--- config.mk ---
export PLATFORM = sky130hd
export DESIGN_NAME = pkt_lane_ctrl
export DESIGN_NICKNAME = d
export VERILOG_FILES = /design/src/rtl/pkt_lane_pkg.sv /design/src/rtl/pkt_lane_tx.sv /design/src/rtl/pkt_lane_rx.sv /design/src/rtl/pkt_lane_ctrl.sv
export SDC_FILE = /design/constraint.sdc
export NUM_CORES = 1
export LEC_CHECK = 0
export BUFFER_PORTS_ARGS = -buffer_cell sky130_fd_sc_hd__buf_2
export CORE_MARGIN = 2
export CORE_UTILIZATION = 55
export CTS_BUF_LIST = sky130_fd_sc_hd__clkbuf_8
export DETAILED_ROUTE_END_ITERATION = 10
export PLACE_DENSITY = 0.81
export SYNTH_ARGS = -nofsm -noshare
export SYNTH_HDL_FRONTEND = slang
export SYNTH_SLANG_ARGS = --single-unit
--- constraint.sdc ---
create_clock -name clk -period 2.3 [get_ports clk]
set_input_delay 0.115 -clock clk [delete_from_list [all_inputs] [get_ports clk]]
set_output_delay 0.115 -clock clk [all_outputs]
set_load 0.01 [all_outputs]
--- src/rtl/pkt_lane_pkg.sv ---
package pkt_lane_pkg;
  localparam int unsigned BEATS_PER_CLK = 2;

  typedef enum logic {LANE_IDLE = 1'b0, LANE_SEND = 1'b1} lane_st_e;

  function automatic int unsigned clocks_per_pkt(input int unsigned beats);
    return beats / BEATS_PER_CLK;
  endfunction

  function automatic int unsigned cnt_width(input int unsigned beats);
    return (clocks_per_pkt(beats) > 1) ? $clog2(clocks_per_pkt(beats)) : 1;
  endfunction
endpackage

--- src/rtl/pkt_lane_tx.sv ---
module pkt_lane_tx
  import pkt_lane_pkg::*;
#(
  parameter int unsigned LANE_W = 3,
  parameter int unsigned BEATS  = 8
) (
  input  logic                       clk,
  input  logic                       rst_n,
  input  logic                       in_vld,
  input  logic [LANE_W*BEATS-1:0]    in_word,
  output logic                       in_rdy,
  output logic [2*LANE_W-1:0]        out_pair,
  output logic                       out_act,
  output logic                       ev_take,
  output logic                       ev_last
);
  localparam int unsigned PKT_W  = LANE_W * BEATS;
  localparam int unsigned PAIR_W = LANE_W * BEATS_PER_CLK;
  localparam int unsigned NCLK   = clocks_per_pkt(BEATS);
  localparam int unsigned CW     = cnt_width(BEATS);
  localparam logic [CW-1:0] LAST_CNT = CW'(NCLK - 1);

  function automatic logic [PAIR_W-1:0] lead_pair(input logic [PKT_W-1:0] w);
    return w[PKT_W-1 -: PAIR_W];
  endfunction

  lane_st_e          st_q;
  logic [CW-1:0]     cnt_q;
  logic [PKT_W-1:0]  shreg_q;

  assign ev_last  = (st_q == LANE_SEND) && (cnt_q == LAST_CNT);
  assign in_rdy   = (st_q == LANE_IDLE) || ev_last;
  assign ev_take  = in_vld && in_rdy;
  assign out_act  = (st_q == LANE_SEND);
  assign out_pair = out_act ? lead_pair(shreg_q) : '0;

  always_ff @(posedge clk) begin
    if (!rst_n) begin
      st_q    <= LANE_IDLE;
      cnt_q   <= '0;
      shreg_q <= '0;
    end else if (ev_take) begin
      st_q    <= LANE_SEND;
      cnt_q   <= '0;
      shreg_q <= in_word;
    end else if (st_q == LANE_SEND) begin
      shreg_q <= shreg_q << PAIR_W;
      if (ev_last) begin
        st_q  <= LANE_IDLE;
        cnt_q <= '0;
      end else begin
        cnt_q <= cnt_q + 1'b1;
      end
    end
  end
endmodule

--- src/rtl/pkt_lane_rx.sv ---
module pkt_lane_rx
  import pkt_lane_pkg::*;
#(
  parameter int unsigned LANE_W = 16,
  parameter int unsigned BEATS  = 8
) (
  input  logic                     clk,
  input  logic                     rst_n,
  input  logic                     beat_act,
  input  logic [2*LANE_W-1:0]      pair,
  output logic [LANE_W*BEATS-1:0]  word,
  output logic                     word_vld,
  output logic                     ev_fill
);
  localparam int unsigned PKT_W  = LANE_W * BEATS;
  localparam int unsigned PAIR_W = LANE_W * BEATS_PER_CLK;
  localparam int unsigned NCLK   = clocks_per_pkt(BEATS);
  localparam int unsigned CW     = cnt_width(BEATS);
  localparam logic [CW-1:0] LAST_CNT = CW'(NCLK - 1);

  function automatic logic [PKT_W-1:0] append_pair(input logic [PKT_W-1:0] acc,
                                                   input logic [PAIR_W-1:0] p);
    return {acc[PKT_W-PAIR_W-1:0], p};
  endfunction

  logic [CW-1:0]    cnt_q;
  logic [PKT_W-1:0] acc_q;

  assign ev_fill = beat_act && (cnt_q == LAST_CNT);

  always_ff @(posedge clk) begin
    if (!rst_n) begin
      cnt_q    <= '0;
      acc_q    <= '0;
      word     <= '0;
      word_vld <= 1'b0;
    end else begin
      word_vld <= 1'b0;
      if (beat_act) begin
        acc_q <= append_pair(acc_q, pair);
        if (ev_fill) begin
          cnt_q    <= '0;
          word     <= append_pair(acc_q, pair);
          word_vld <= 1'b1;
        end else begin
          cnt_q <= cnt_q + 1'b1;
        end
      end
    end
  end
endmodule

--- src/rtl/pkt_lane_ctrl.sv ---
module pkt_lane_ctrl
  import pkt_lane_pkg::*;
#(
  parameter int unsigned ROW_W  = 3,
  parameter int unsigned COL_W  = 5,
  parameter int unsigned DATA_W = 16,
  parameter int unsigned BEATS  = 8
) (
  input  logic                     clk,
  input  logic                     rst_n,
  input  logic                     row_vld,
  input  logic [ROW_W*BEATS-1:0]   row_pkt,
  output logic                     row_rdy,
  input  logic                     col_vld,
  input  logic [COL_W*BEATS-1:0]   col_pkt,
  output logic                     col_rdy,
  input  logic                     dat_vld,
  input  logic [DATA_W*BEATS-1:0]  dat_pkt,
  output logic                     dat_rdy,
  output logic [2*ROW_W-1:0]       row_pair,
  output logic                     row_act,
  output logic [2*COL_W-1:0]       col_pair,
  output logic                     col_act,
  output logic [2*DATA_W-1:0]      dat_pair,
  output logic                     dat_act,
  input  logic                     rd_act,
  input  logic [2*DATA_W-1:0]      rd_pair,
  output logic [DATA_W*BEATS-1:0]  rd_word,
  output logic                     rd_vld
);
  logic row_take, row_last, col_take, col_last, dat_take, dat_last, rd_fill;

  pkt_lane_tx #(.LANE_W(ROW_W), .BEATS(BEATS)) u_row (
    .clk(clk), .rst_n(rst_n), .in_vld(row_vld), .in_word(row_pkt), .in_rdy(row_rdy),
    .out_pair(row_pair), .out_act(row_act), .ev_take(row_take), .ev_last(row_last));

  pkt_lane_tx #(.LANE_W(COL_W), .BEATS(BEATS)) u_col (
    .clk(clk), .rst_n(rst_n), .in_vld(col_vld), .in_word(col_pkt), .in_rdy(col_rdy),
    .out_pair(col_pair), .out_act(col_act), .ev_take(col_take), .ev_last(col_last));

  pkt_lane_tx #(.LANE_W(DATA_W), .BEATS(BEATS)) u_dat (
    .clk(clk), .rst_n(rst_n), .in_vld(dat_vld), .in_word(dat_pkt), .in_rdy(dat_rdy),
    .out_pair(dat_pair), .out_act(dat_act), .ev_take(dat_take), .ev_last(dat_last));

  pkt_lane_rx #(.LANE_W(DATA_W), .BEATS(BEATS)) u_rd (
    .clk(clk), .rst_n(rst_n), .beat_act(rd_act), .pair(rd_pair),
    .word(rd_word), .word_vld(rd_vld), .ev_fill(rd_fill));
endmodule

After elaboration in Yosys (flattened, before gate mapping)
Cells that the tools add are included.

storage, ports and cells
  output and inout port bits = 183
  bits in registers = 428
  input port bits = 230
  word-level logic and storage cells = 66

operators by class
  multiplexer cells = 23
  add/subtract/negate cells = 4
  eq/ne operators = 4
  bitwise gates (word level) = 4
  reduce and logical (&&, ||, !) cells = 18

operators by type and width
  cell                 number
  $mux 128             2
  $mux 40              2
  $mux 24              2
  $mux 32              1
  $mux 1               10
  $mux 10              1
  $add 2x1->2 const B  4
  $eq 2x2->1 const B   4
  $mux 2               4
  $logic_and 1x1->1    7
  $mux 6               1
  $reduce_bool 2->1    3
  $reduce_or 2->1      3
  $not 1->1            4
  $reduce_and 2->1     2
  $logic_or 1x1->1     3

Logic depth before layout (Yosys ltp)
  depth in word-level cells = 5
  mapped depth = 8
  depth with buffers taken out = 5

Modules after synthesis
A second synthesis with hierarchy kept.

unflattened totals
  cell total of the unflattened synthesis = 1983
  area total of the unflattened synthesis = 18345.1 µm²

by module, submodules not included
  module               area an instance (µm²)  times used  seq. area each (µm²)  cells each
  pkt_lane_rx          8643.3                  1           4544.4                905
  pkt_lane_tx (u_dat)  6137.1                  1           2622.5                705
  pkt_lane_tx (u_col)  2154.6                  1           860.8                 231
  pkt_lane_tx (u_row)  1410.1                  1           540.5                 142

Worst setup path before layout
No wires, ideal clock.

  path kind = register to register
  start = reg u_dat.st_q, in the netlist u_dat.out_act
  end = reg u_dat.shreg_q[100]
  setup time = 126 ps
  clock period less this slack = 1365 ps
  data required time = 2174 ps
  data arrival time = 1239 ps
  setup slack = 935 ps
  stages on the path, launching flop included = 8
  buffers on the path = 3
  path through = dfxtp_1 -> nor2b_4 -> buf_6 -> inv_4 -> nand2_4 -> buf_6 -> buf_6 -> a211oi_2

on the way
  longest elaborated chain between the ends = 4
  elaborated cells between the ends (all ways) = 6
  those cells by class = mux (1); bitwise (1); reduce/logical (4)

ends and longest elaborated chain
  item                                            RTL line                              source
  start, declared                                 pkt_lane_tx.sv:27                     lane_st_e st_q;
  start signal, assigned                          pkt_lane_tx.sv:39                     st_q <= LANE_IDLE;
  start signal, assigned                          pkt_lane_tx.sv:43                     st_q <= LANE_SEND;
  start signal, assigned                          pkt_lane_tx.sv:49                     st_q <= LANE_IDLE;
  $logic_and 1x1->1 or $not 1->1 (tied branches)  pkt_lane_tx.sv:31, pkt_lane_tx.sv:32
  $logic_or 1x1->1                                pkt_lane_tx.sv:32                     assign in_rdy = (st_q == LANE_IDLE) || ev_last;
  $logic_and 1x1->1                               pkt_lane_tx.sv:33                     assign ev_take = in_vld && in_rdy;
  $mux 128 or $reduce_bool 2->1 (tied branches)   --
  end signal, assigned                            pkt_lane_tx.sv:45                     shreg_q <= in_word;
  end signal, assigned                            pkt_lane_tx.sv:47                     shreg_q <= shreg_q << PAIR_W;
  end, declared                                   pkt_lane_tx.sv:29                     logic [PKT_W-1:0] shreg_q;

Parallel ways exist; a longest one is shown, timed or not.
A chain may end at the register's enable or synchronous reset.

Final worst setup path
  start = reg u_col.st_q, in the netlist u_col.out_act
  end = reg u_col.shreg_q[14]

on the way
  longest elaborated chain between the ends = 4
  elaborated cells between the ends (all ways) = 6
  those cells by class = mux (1); bitwise (1); reduce/logical (4)

ends and longest elaborated chain
  item                                            RTL line
  start, declared                                 pkt_lane_tx.sv:27
  start signal, assigned                          pkt_lane_tx.sv:39
  start signal, assigned                          pkt_lane_tx.sv:43
  start signal, assigned                          pkt_lane_tx.sv:49
  $logic_and 1x1->1 or $not 1->1 (tied branches)  pkt_lane_tx.sv:31, pkt_lane_tx.sv:32
  $logic_or 1x1->1                                pkt_lane_tx.sv:32
  $logic_and 1x1->1                               pkt_lane_tx.sv:33
  $mux 40 or $reduce_bool 2->1 (tied branches)    --
  end signal, assigned                            pkt_lane_tx.sv:45
  end signal, assigned                            pkt_lane_tx.sv:47
  end, declared                                   pkt_lane_tx.sv:29

Parallel ways exist; a longest one is shown, timed or not.

==> metrics.txt <==
status=completed; register bit total from synthesis=428; CTS tree=yes; Worst EP required=2.83 ns; H-Tree Depth=3; final WL=a little under 60000 µm; sequential area share after synthesis=between 40 and 50%; clock sink count=~430; total track usage=32.58%; maximum fanout along the worst path=31; Static Leak=9.773 nW; Die ar.=34100 µm²; # DRC=0; leading area contributor after synthesis=dfxtp_1; Initial DRC Count=1314; area delta synth->final=33.19%; Finished Cell Area=23910 µm²; Cell Count, Final, Fillers Out=3015; Clk Latency, worst-skew pair=0.60 ns; final design utilization=73.87%; synth unique cells=32; initial core utilization=a little under three fifths; syn nets=2186; max-cap viol count=0; grt total ovfl=0; global routing met1 resource utilization=37.15%; Clk pin slew, worst setup/hold paths=~0.06 ns; clk buf depth=3; Post-DRT Antenna Nets=0; Die Y=184.7 µm; first-pass GRT wire length=88960 µm; global routing's busiest layer=met2; gpl congestion=about 0.84; Hold Crit Class=input port to register; setup TNS=0 ns; vias in the first global route=17100; Ys Warns=0; Max Clk Rate=about 450 MHz; Final Skew=0.04341 ns; Arrival @ worst endpoint=between 2 and 3 ns; commonest non-fill, non-tap cells in the layout=dfxtp_1 (428), buf_2 (409), nand2_1 (257); Max-slew headroom=61.60%; RSZ-0062 raised after global routing=no; per-cell routed wire length=roughly 19 µm; # placed instances=2655; FP Rows=66; largest net degree at the start of global routing=103; total power=17.07 mW; Initial DRT Pass Iterations=6; Final HPWL DP=32450 µm; fraction of layout cells with a size suffix above 1=23.63%; TritonCTS buffer count=70; GRT met3 Usage=9.010%; top post-synthesis cells by area=dfxtp_1 (48%), nor3b_1 (6.0%), mux2i_1 (5.6%); # setup viols final=0; dpl cell area=roughly 20000 µm²; fin crit period=2.200 ns; GR Util met2=a little over half; PD cells=714.0 nW/µm²; initial antenna violation count=4; commonest non-fill, non-tap cell in the layout=dfxtp_1; Final Hold Viols=0; syn_area_per_cell=9.197 µm²; Setup Crit Path Kind=register to register; vias per cell=5.691; CORE AREA=32370 µm²; Final period util=95.64%; Slew Limit Fails=0; Ports=between 400 and 500; Vias=about 17000; PostCTS Resize Cnt=0; Syn Inst Count=1952; fillcell total=2203; Buffers on Ports=412; Root Driver=clkbuf_8; net total in the final layout=2751; area share of the largest cell type after synthesis=a little under half; worst vdd ir=0.0005171 V; Die Wd=about 180 µm; worst-margin pin slew=0.5760 ns; Setup crit end kind=register; nature of the critical path startpoint=register; Netlist Area Pre-Place=between 15000 and 20000 µm²
[area by class of cell]
cell class	instances	area, µm²	area share (%)
flip-flops and latches	428	8568	35.83
multi-input cells	1335	8452	35.34
repair buffers	679	4837	20.23
clock buffers	91	1252	5.238
well taps	442	553.0	2.313
clock inverters	33	226.5	0.9470
inverters	3	13.76	0.05756
diodes	4	10.01	0.04186
[registers in the layout, summed over array words and instances, names as in the netlist]
signal	count
u_col.cnt_q	2
u_rd.cnt_q	2
u_col.shreg_q	40
u_dat.out_act	1
u_col.out_act	1
u_rd.word	128
u_row.cnt_q	2
u_rd.acc_q	96
u_dat.cnt_q	2
u_row.out_act	1
u_row.shreg_q	24
u_rd.word_vld	1
u_dat.shreg_q	128
[Yosys cell counts, drive strengths merged]
cell type and instances:
a211oi 144, a21boi 128, a22oi 1, a32oi 48, and2 52, and2b 1
and3 3, buf 103, clkbuf 83, dfxtp 428, ha 4, inv 3
mux2 2, mux2i 101, nand2 260, nor2 148, nor2b 149, nor3b 144
o21a 3, o21ai 144, or2 3
[path summary, 6_finish.rpt]
path | from | endpoint | slack (ns) | cells past startpoint
setup / recovery | u_col.out_act$_SDFF_PN0_ | u_col.shreg_q[14]$_SDFFE_PN0P_ | 0.10 | 5
hold / removal | rd_pair[12] | u_rd.acc_q[12]$_SDFFE_PN0P_ | 0.32 | 4
setup reg to reg | u_col.out_act$_SDFF_PN0_ | u_col.shreg_q[14]$_SDFFE_PN0P_ | 0.10 | 5
hold reg to reg | u_rd.acc_q[78]$_SDFFE_PN0P_ | u_rd.word[110]$_SDFFE_PN0P_ | 0.43 | 2
[critical path, cell delays in order (launching register included)]
cell           delay (ns)
dfxtp_1              0.62
nor2b_2              0.26
buf_4                0.35
nor3b_1              0.09
a211oi_1             0.22
dlygate4sd3_1        0.59
[stage by stage]
step | setup WS [ns] | hold WS, ns
6_report | 0.1002 | 0.3233
3_3_place_gp | 0.6507 | 0.3797
3_5_place_dp | 0.5714 | 0.3855
4_1_cts | 0.1912 | 0.2732
5_1_grt | 0.006704 | 0.3043
2_1_floorplan | 0.9347 | 0.2599
[logic make-up (layout without fill, tap and decap cells)]
kind of cell / after synthesis / after routing / share of synthesized area [%]
AO/OA/AOI/OAI: 468 / 468 / 19.01
adder cells (fa/ha/maj): 4 / 4 / 0.2788
flip-flops: 428 / 428 / 47.72
buffers and inverters: 189 / 806 / 5.297
AND/OR/NAND/NOR: 760 / 760 / 21.93
multiplexers: 103 / 103 / 5.756
other: 0 / 4 / 0
[power breakdown]
group,internal [mW],switching [mW]
Clock,3.73,3.18
Combinational,1.01,1.14
Sequential,7.77,0.243
Total,12.5,4.57
[metal layers]
metal	vias to the layer above	wire, µm
li1	7878	-
met2	996	27280
met3	263	5219
met1	8022	21720
met4	0	3892
met5	-	0
[what timing repair did]
| item | 4_1_cts | 5_1_grt |
|---|---|---|
| hold buffers | 232 | 0 |
| hold endpoints to repair | 267 | 0 |
| setup buffers | 0 | 0 |
Power figures use the tool's default switching activity.
